===== src/rtl/scr_pkg.sv =====
package scr_pkg;

  // Upper bound on state and keystream widths handled by the serial model.
  localparam int unsigned MAX_W = 64;
  typedef logic [MAX_W-1:0] wide_t;

  // Feedback bit of the window-form register: parity of the tapped positions.
  function automatic logic serial_fb(wide_t win, wide_t taps);
    return ^(win & taps);
  endfunction

  // Drop the oldest bit (position 0) and insert the new one at the top.
  function automatic wide_t serial_shift(wide_t win, int unsigned sw, logic nb);
    wide_t r;
    r = win >> 1;
    r[sw-1] = nb;
    return r;
  endfunction

  // The n bits emitted by the register when started from win.
  function automatic wide_t serial_bits(wide_t win, int unsigned sw, wide_t taps,
                                        int unsigned n);
    wide_t w;
    wide_t bits;
    logic  nb;
    w    = win;
    bits = '0;
    for (int unsigned i = 0; i < n; i++) begin
      nb      = serial_fb(w, taps);
      bits[i] = nb;
      w       = serial_shift(w, sw, nb);
    end
    return bits;
  endfunction

  // The register contents after n steps when started from win.
  function automatic wide_t serial_state(wide_t win, int unsigned sw, wide_t taps,
                                         int unsigned n);
    wide_t w;
    w = win;
    for (int unsigned i = 0; i < n; i++) begin
      w = serial_shift(w, sw, serial_fb(w, taps));
    end
    return w;
  endfunction

endpackage


===== src/rtl/scr_gf2_matrix.sv =====
// GF(2) matrix-vector product. Column j is the response of the serial register
// to a one-hot state at bit j; STATE_MODE selects whether the response is the
// emitted bit slice or the register contents after STEPS steps.
module scr_gf2_matrix #(
  parameter int unsigned      IN_W       = 16,
  parameter int unsigned      OUT_W      = 16,
  parameter int unsigned      STEPS      = 32,
  parameter int unsigned      FIRST      = 0,
  parameter bit               STATE_MODE = 1'b0,
  parameter logic [IN_W-1:0]  TAPS       = '0
) (
  input  logic [IN_W-1:0]  vec_in,
  output logic [OUT_W-1:0] vec_out
);
  import scr_pkg::*;

  localparam wide_t TAPS_W = wide_t'(TAPS);

  logic [OUT_W-1:0] col_term [IN_W];

  for (genvar j = 0; j < IN_W; j++) begin : g_col
    localparam wide_t ONEHOT = wide_t'(1) << j;
    if (STATE_MODE) begin : g_state
      localparam wide_t RESP = serial_state(ONEHOT, IN_W, TAPS_W, STEPS);
      assign col_term[j] = {OUT_W{vec_in[j]}} & RESP[OUT_W-1:0];
    end else begin : g_bits
      localparam wide_t RESP = serial_bits(ONEHOT, IN_W, TAPS_W, STEPS);
      assign col_term[j] = {OUT_W{vec_in[j]}} & RESP[FIRST +: OUT_W];
    end
  end

  always_comb begin
    vec_out = '0;
    for (int unsigned j = 0; j < IN_W; j++) begin
      vec_out = vec_out ^ col_term[j];
    end
  end

endmodule


===== src/rtl/scr_state_reg.sv =====
// Holds the register state; restart substitutes the seed in the same cycle.
module scr_state_reg #(
  parameter int unsigned         STATE_W = 16,
  parameter logic [STATE_W-1:0]  SEED    = 16'hF0F6
) (
  input  logic               clk,
  input  logic               rst_n,
  input  logic               restart,
  input  logic               advance,
  input  logic [STATE_W-1:0] adv_state,
  output logic [STATE_W-1:0] state_q,
  output logic [STATE_W-1:0] eff_state
);

  always_comb begin
    eff_state = restart ? SEED : state_q;
  end

  always_ff @(posedge clk or negedge rst_n) begin
    if (!rst_n) begin
      state_q <= SEED;
    end else if (advance) begin
      state_q <= adv_state;
    end else if (restart) begin
      state_q <= SEED;
    end
  end

endmodule


===== src/rtl/scr_out_stage.sv =====
// Output register: one clock from an accepted word to its result.
module scr_out_stage #(
  parameter int unsigned WORD_W = 32
) (
  input  logic              clk,
  input  logic              rst_n,
  input  logic              in_valid,
  input  logic [WORD_W-1:0] in_data,
  input  logic [WORD_W-1:0] ks_word,
  output logic              out_valid,
  output logic [WORD_W-1:0] out_data
);

  always_ff @(posedge clk or negedge rst_n) begin
    if (!rst_n) begin
      out_valid <= 1'b0;
      out_data  <= '0;
    end else begin
      out_valid <= in_valid;
      if (in_valid) begin
        out_data <= in_data ^ ks_word;
      end
    end
  end

endmodule


===== src/rtl/scr_dword_keystream.sv =====
// Keystream scrambler top. WORD_W must be a multiple of STATE_W and at most
// scr_pkg::MAX_W; one matrix slice is built per STATE_W keystream bits.
module scr_dword_keystream #(
  parameter int unsigned         STATE_W = 16,
  parameter int unsigned         WORD_W  = 32,
  parameter logic [STATE_W-1:0]  TAPS    = 16'hA011,
  parameter logic [STATE_W-1:0]  SEED    = 16'hF0F6
) (
  input  logic              clk,
  input  logic              rst_n,
  input  logic              restart,
  input  logic              in_valid,
  input  logic [WORD_W-1:0] in_data,
  output logic              out_valid,
  output logic [WORD_W-1:0] out_data
);

  localparam int unsigned SLICES = WORD_W / STATE_W;

  // Named internal events, observed by the bound checker.
  logic [STATE_W-1:0] state_q;
  logic [STATE_W-1:0] eff_state;
  logic [STATE_W-1:0] adv_state;
  logic [WORD_W-1:0]  ks_word;
  logic [STATE_W-1:0] ks_carry;
  logic               word_fire;

  assign word_fire = in_valid;
  assign ks_carry  = ks_word[WORD_W-1 -: STATE_W];

  scr_state_reg #(
    .STATE_W (STATE_W),
    .SEED    (SEED)
  ) u_state (
    .clk       (clk),
    .rst_n     (rst_n),
    .restart   (restart),
    .advance   (word_fire),
    .adv_state (adv_state),
    .state_q   (state_q),
    .eff_state (eff_state)
  );

  // Keystream slices: slice s holds serial bits s*STATE_W .. (s+1)*STATE_W-1.
  for (genvar s = 0; s < SLICES; s++) begin : g_slice
    scr_gf2_matrix #(
      .IN_W       (STATE_W),
      .OUT_W      (STATE_W),
      .STEPS      ((s + 1) * STATE_W),
      .FIRST      (s * STATE_W),
      .STATE_MODE (1'b0),
      .TAPS       (TAPS)
    ) u_ks (
      .vec_in  (eff_state),
      .vec_out (ks_word[s*STATE_W +: STATE_W])
    );
  end

  // State jump of WORD_W serial steps, built independently of the slices.
  scr_gf2_matrix #(
    .IN_W       (STATE_W),
    .OUT_W      (STATE_W),
    .STEPS      (WORD_W),
    .FIRST      (0),
    .STATE_MODE (1'b1),
    .TAPS       (TAPS)
  ) u_adv (
    .vec_in  (eff_state),
    .vec_out (adv_state)
  );

  scr_out_stage #(
    .WORD_W (WORD_W)
  ) u_out (
    .clk       (clk),
    .rst_n     (rst_n),
    .in_valid  (word_fire),
    .in_data   (in_data),
    .ks_word   (ks_word),
    .out_valid (out_valid),
    .out_data  (out_data)
  );

endmodule


===== config.mk =====
export PLATFORM = sky130hd
export DESIGN_NAME = scr_dword_keystream
export DESIGN_NICKNAME = d
export VERILOG_FILES = /design/src/rtl/scr_pkg.sv /design/src/rtl/scr_gf2_matrix.sv /design/src/rtl/scr_state_reg.sv /design/src/rtl/scr_out_stage.sv /design/src/rtl/scr_dword_keystream.sv
export SDC_FILE = /design/constraint.sdc
export NUM_CORES = 1
export LEC_CHECK = 0
export BUFFER_PORTS_ARGS = -buffer_cell sky130_fd_sc_hd__buf_2
export CELL_PAD_IN_SITES_DETAIL_PLACEMENT = 0
export CELL_PAD_IN_SITES_GLOBAL_PLACEMENT = 1
export CORE_MARGIN = 1
export CORE_UTILIZATION = 30
export DETAILED_ROUTE_END_ITERATION = 10
export GPL_TIMING_DRIVEN = 1
export PLACE_DENSITY_LB_ADDON = 0.1
export SYNTH_ARGS = -nofsm -noshare
export SYNTH_HDL_FRONTEND = slang
export SYNTH_SLANG_ARGS = --single-unit
export TNS_END_PERCENT = 5

===== constraint.sdc =====
create_clock -name clk -period 2.8 [get_ports clk]
set_input_delay 0.56 -clock clk [delete_from_list [all_inputs] [get_ports clk]]
set_output_delay 0.56 -clock clk [all_outputs]
set_load 0.05 [all_outputs]

-- Yosys cells after proc, flatten, opt, wreduce, memory -nomap -nowiden
Cells that the tools add are included.
W data, S select, Z words.
- register bits after elaboration: 49
- bits of input ports: 36
- output and inout bits: 33
- word-level logic and storage cells: 36
- multiplexer cells: 2
- bitwise logic cells: 31
- operator list (kind ; number):
    $xor A16 B15 Y16 ; 11
    $xor A16 B16 Y16 ; 11
    $xor A16 B14 Y16 ; 6
    $mux W16 ; 2
    $xor A16 B13 Y16 ; 2
    $xor A32 B32 Y32 ; 1

-- Longest topological paths before layout
- depth after elaboration: 17
- depth in mapped cells: 6
- mapped depth without buffers: 5

-- By module
Synthesis repeated with hierarchy kept, for this count alone.
- cell total of the unflattened synthesis: 362
- area, all modules: 4187.8 µm²
- modules (own cells, without submodules) (module ; instances ; cells each ; area each (µm²) ; seq. area each (µm²)):
    scr_out_stage ; 1 ; 136 ; 1536.5 ; 825.8
    scr_gf2_matrix (g_slice[1].u_ks ...) ; 2 ; 55 ; 609.3 ; 0.0
    scr_state_reg ; 1 ; 51 ; 747.0 ; 412.9
    scr_gf2_matrix (g_slice[0].u_ks) ; 1 ; 65 ; 685.7 ; 0.0

-- Least setup slack after synthesis
Ideal clock, no wire load.
- path kind: register to register
- start point: register u_state.state_q[1]
- end point: register u_out.out_data[22]
- setup time: 125 ps
- data arrival time: 1925 ps
- required time: 2675 ps
- setup slack: 751 ps
- stages on the path, launching flop included: 7
- buffers on the path: 1
- period minus slack after synthesis: 2049 ps
- cells stage by stage: dfstp_2 buf_6 xor3_2 xor3_1 nor2_1 xnor2_1 mux2_2
- cells in the longest elaborated chain, start to end: 17
- RTL lines (element ; RTL line ; text):
    start, declared ; scr_state_reg.sv:11 ; output logic [STATE_W-1:0] state_q,
    start signal, assigned ; scr_state_reg.sv:23 ; state_q <= adv_state;
    $mux W16 ; - ;
    $xor A16 B16 Y16 ; scr_gf2_matrix.sv:35 ; vec_out = vec_out ^ col_term[j];
    $xor A16 B15 Y16 ; scr_gf2_matrix.sv:35 ;
    $xor A16 B16 Y16 ; scr_gf2_matrix.sv:35 ;
    $xor A16 B13 Y16 ; scr_gf2_matrix.sv:35 ;
    $xor A16 B14 Y16 ; scr_gf2_matrix.sv:35 ;
    $xor A16 B15 Y16 ; scr_gf2_matrix.sv:35 ;
    $xor A16 B16 Y16 ; scr_gf2_matrix.sv:35 ;
    $xor A16 B14 Y16 ; scr_gf2_matrix.sv:35 ;
    $xor A16 B15 Y16 ; scr_gf2_matrix.sv:35 ;
    $xor A16 B16 Y16 ; scr_gf2_matrix.sv:35 ;
    $xor A16 B15 Y16 ; scr_gf2_matrix.sv:35 ;
    $xor A16 B16 Y16 ; scr_gf2_matrix.sv:35 ;
    $xor A16 B14 Y16 ; scr_gf2_matrix.sv:35 ;
    $xor A16 B15 Y16 (2 in a row) ; scr_gf2_matrix.sv:35 ;
    $xor A32 B32 Y32 ; scr_out_stage.sv:21 ; out_data <= in_data ^ ks_word;
    end signal, assigned ; scr_out_stage.sv:21 ;
    end, declared ; scr_out_stage.sv:11 ; output logic [WORD_W-1:0] out_data
Every way passes these cells.
A chain may end at the register's enable or synchronous reset.

-- Worst setup path after layout
- start point: register u_state.state_q[13]
- end point: register u_out.out_data[7]
- cells in the longest elaborated chain, start to end: 5
- RTL lines (element ; RTL line):
    $mux W16 ; -
    $xor A16 B15 Y16 ; scr_gf2_matrix.sv:35
    $xor A16 B16 Y16 (2 in a row) ; scr_gf2_matrix.sv:35
    $xor A32 B32 Y32 ; scr_out_stage.sv:21
Every way passes these cells.

==> flow_summary.ini <==
[cells_and_area]
instances_no_fill = 574
synthToLayoutAreaGrowth_pct = 13.8
final_nets = 437
postLayoutCoreUtil_pct = 35.3
n_antenna_cell = 0
drive_gt1_share_pct = 31.6

[setup_path]
end_kind = flop
reg2reg_to = u_out.out_data[7]
r2r-start = u_state.state_q[13]
crit_slowest_cell = dfstp_2
crit_chain = xor2_1 > xor3_1 > nor2_4 > xnor3_1 > mux2_2
worstSetupPathType = reg -> reg
path_max_fanout = 9
cp.arrival_ns = 2.51
crit_path_start = u_state.state_q[13]
ff2ff_setup_slack_ns = 0.47
ff2ff_path_depth = 5
startpoint_type = flop
slowest_delay_ns = 0.72
crit_required_ns = 2.99

[sta]
worst_pin_slew_ns = 0.658
timing.fmax_mhz = 430
rsz0062_at_grt = no
final_hold_viol_count = 0
finalSetupViolCount = 0
min_period_ns = 2.33
max_slew_margin_pct = 56.2
finalCritPeriodShare_pct = 83.1
drv_slew = 0
skew_ns = 0.00375
tns_ns = 0

[die]
die_w_um = 117
fp.dieH_um = 117
io_pins = 69
dieArea_um2 = 13700
core_area_um2 = 12800
start_util_pct = 31.0
rows = 41

[placement]
routabilityCongestion = 0.784
io_buffers = 68
dp_hpwl_mm = 6.93
dp.cells = 566

[synth]
synth_area_leaders = dfrtp_1 (25%), xnor3_1 (13%), xnor2_1 (12%)
synth_seq_cells = 49
ys_warn_count = 0
synth.distinct_cells = 47
synth.avg_cell_area_um2 = 11.4
syn_inst = 348
synth_area_um2 = 3960
ys.flop_type = dfrtp_1
syn-num-nets = 384
netlist.area_leader.share_pct = 24.6
yosysMostFrequentCell = xnor2_1
yosysTopAreaCell = dfrtp_1
synth_edf_count = 0
synth-async-reset-ratio_pct = 100
yosysSeqAreaShare_pct = 31.3
yosys-top-cells-count = xnor2_1 (54), nor2_1 (43), dfrtp_1 (39)

[status]
status = finished clean

[route]
firstDrtPassIters = 4
post_drt_wl_per_cell_um = 16.4
wirelength_mm = 9.44
drc = 0
ant_nets = 0
drt_iter0_markers = 78
vias = 2544
vias_per_cell = 4.43

[clock_tree]
postCtsHoldBufs = 0
cts_buffer_depth = 2
clk_latency_ns = 0.30
cts_buffers = 5
cts_tree = done
post_cts_resized = 0
cts.sinks = 49
clk_pin_slew_ns = 0.07
cts_setup_buffers = 0
htreeDepth = 2
clockRootBuffer = clkbuf_16

[grt]
grt_use_total_pct = 14.9
grt_max_degree = 36
grt.overflow.total = 0
grt_pass1_vias = 2433
antenna_found_initial = 0
grt_pass1_wl_mm = 14.4

[hold_path]
hold_class = in -> async

[flow_run]
cap_violations = 0
==> sequential cells by signal, indices dropped and copies added (netlist names) <==
signal           cells
u_state.state_q     16
u_out.out_data      32
u_out.out_valid      1
==> cell type report <==
class | instances | area [um^2]
clock buffer | 8 | 136
sequential | 49 | 1240
tap | 172 | 215
multi-input combinational | 264 | 2480
inverter | 3 | 11.3
timing repair buffer | 78 | 428
fill | 1319 | 8260
==> critical path: cells and delay by family, from the launching register on <==
family	cells	cell delay (ns)
flops	1	0.72
xor+xnor	3	1.06
mux	1	0.26
simple gates	1	0.16
==> worst max path at each step <==
stage,to,slack [ns],cells after the start
final,u_out.out_data[7],0.47,5
after global routing,u_out.out_data[7],0.42,5
after CTS,u_out.out_data[7],0.43,5
after detailed placement,u_out.out_data[7],0.45,5
after global placement,u_out.out_data[7],0.49,5
after floorplan,u_out.out_data[22],0.75,6
==> cells in the final DEF (no fill, tap or decap), types with 3 or more instances in the layout <==
cell type / n
buf_2: 68
xnor2_1: 54
nor2_1: 43
dfrtp_1: 39
xnor3_1: 22
xor2_1: 17
o21ai_0: 14
nand2_1: 13
a21oi_1: 13
mux2_2: 12
dfstp_2: 10
buf_4: 9
xor3_1: 7
nor3_1: 7
xnor2_2: 6
clkbuf_16: 5
or3_1: 4
and2_1: 4
o21a_1: 4
o31ai_1: 4
inv_1: 3
nand3_1: 3
a31oi_1: 3
clkbuf_1: 3
==> stage by stage <==
stage / worst slack (ns) / hold WS (ns) / area, um^2
2_1_floorplan: 0.751 / 0.264 / 3960
3_3_place_gp: 0.485 / 0.462 / 4380
3_5_place_dp: 0.447 / 0.468 / 4380
4_1_cts: 0.433 / 0.310 / 4510
5_1_grt: 0.418 / 0.333 / 4510
6_report: 0.473 / 0.286 / 4510
==> layer usage <==
metal	wire length [um]	GRT usage, %
met1	4390	20.1
met4	142	5.57
met3	262	2.47
met5	0	0
met2	4650	24.3
==> kinds of logic after synthesis <==
logic type	share of synthesized area, %
AOI/OAI and AO/OA	7.73
xor gates and xnor gates	41.2
buffers and inverters	6.12
DFF	31.3
muxes	3.91
and+or+nand+nor	9.75
Power is not shown: default switching activity piles up to over one toggle a cycle in this logic, so the estimate is an artifact.
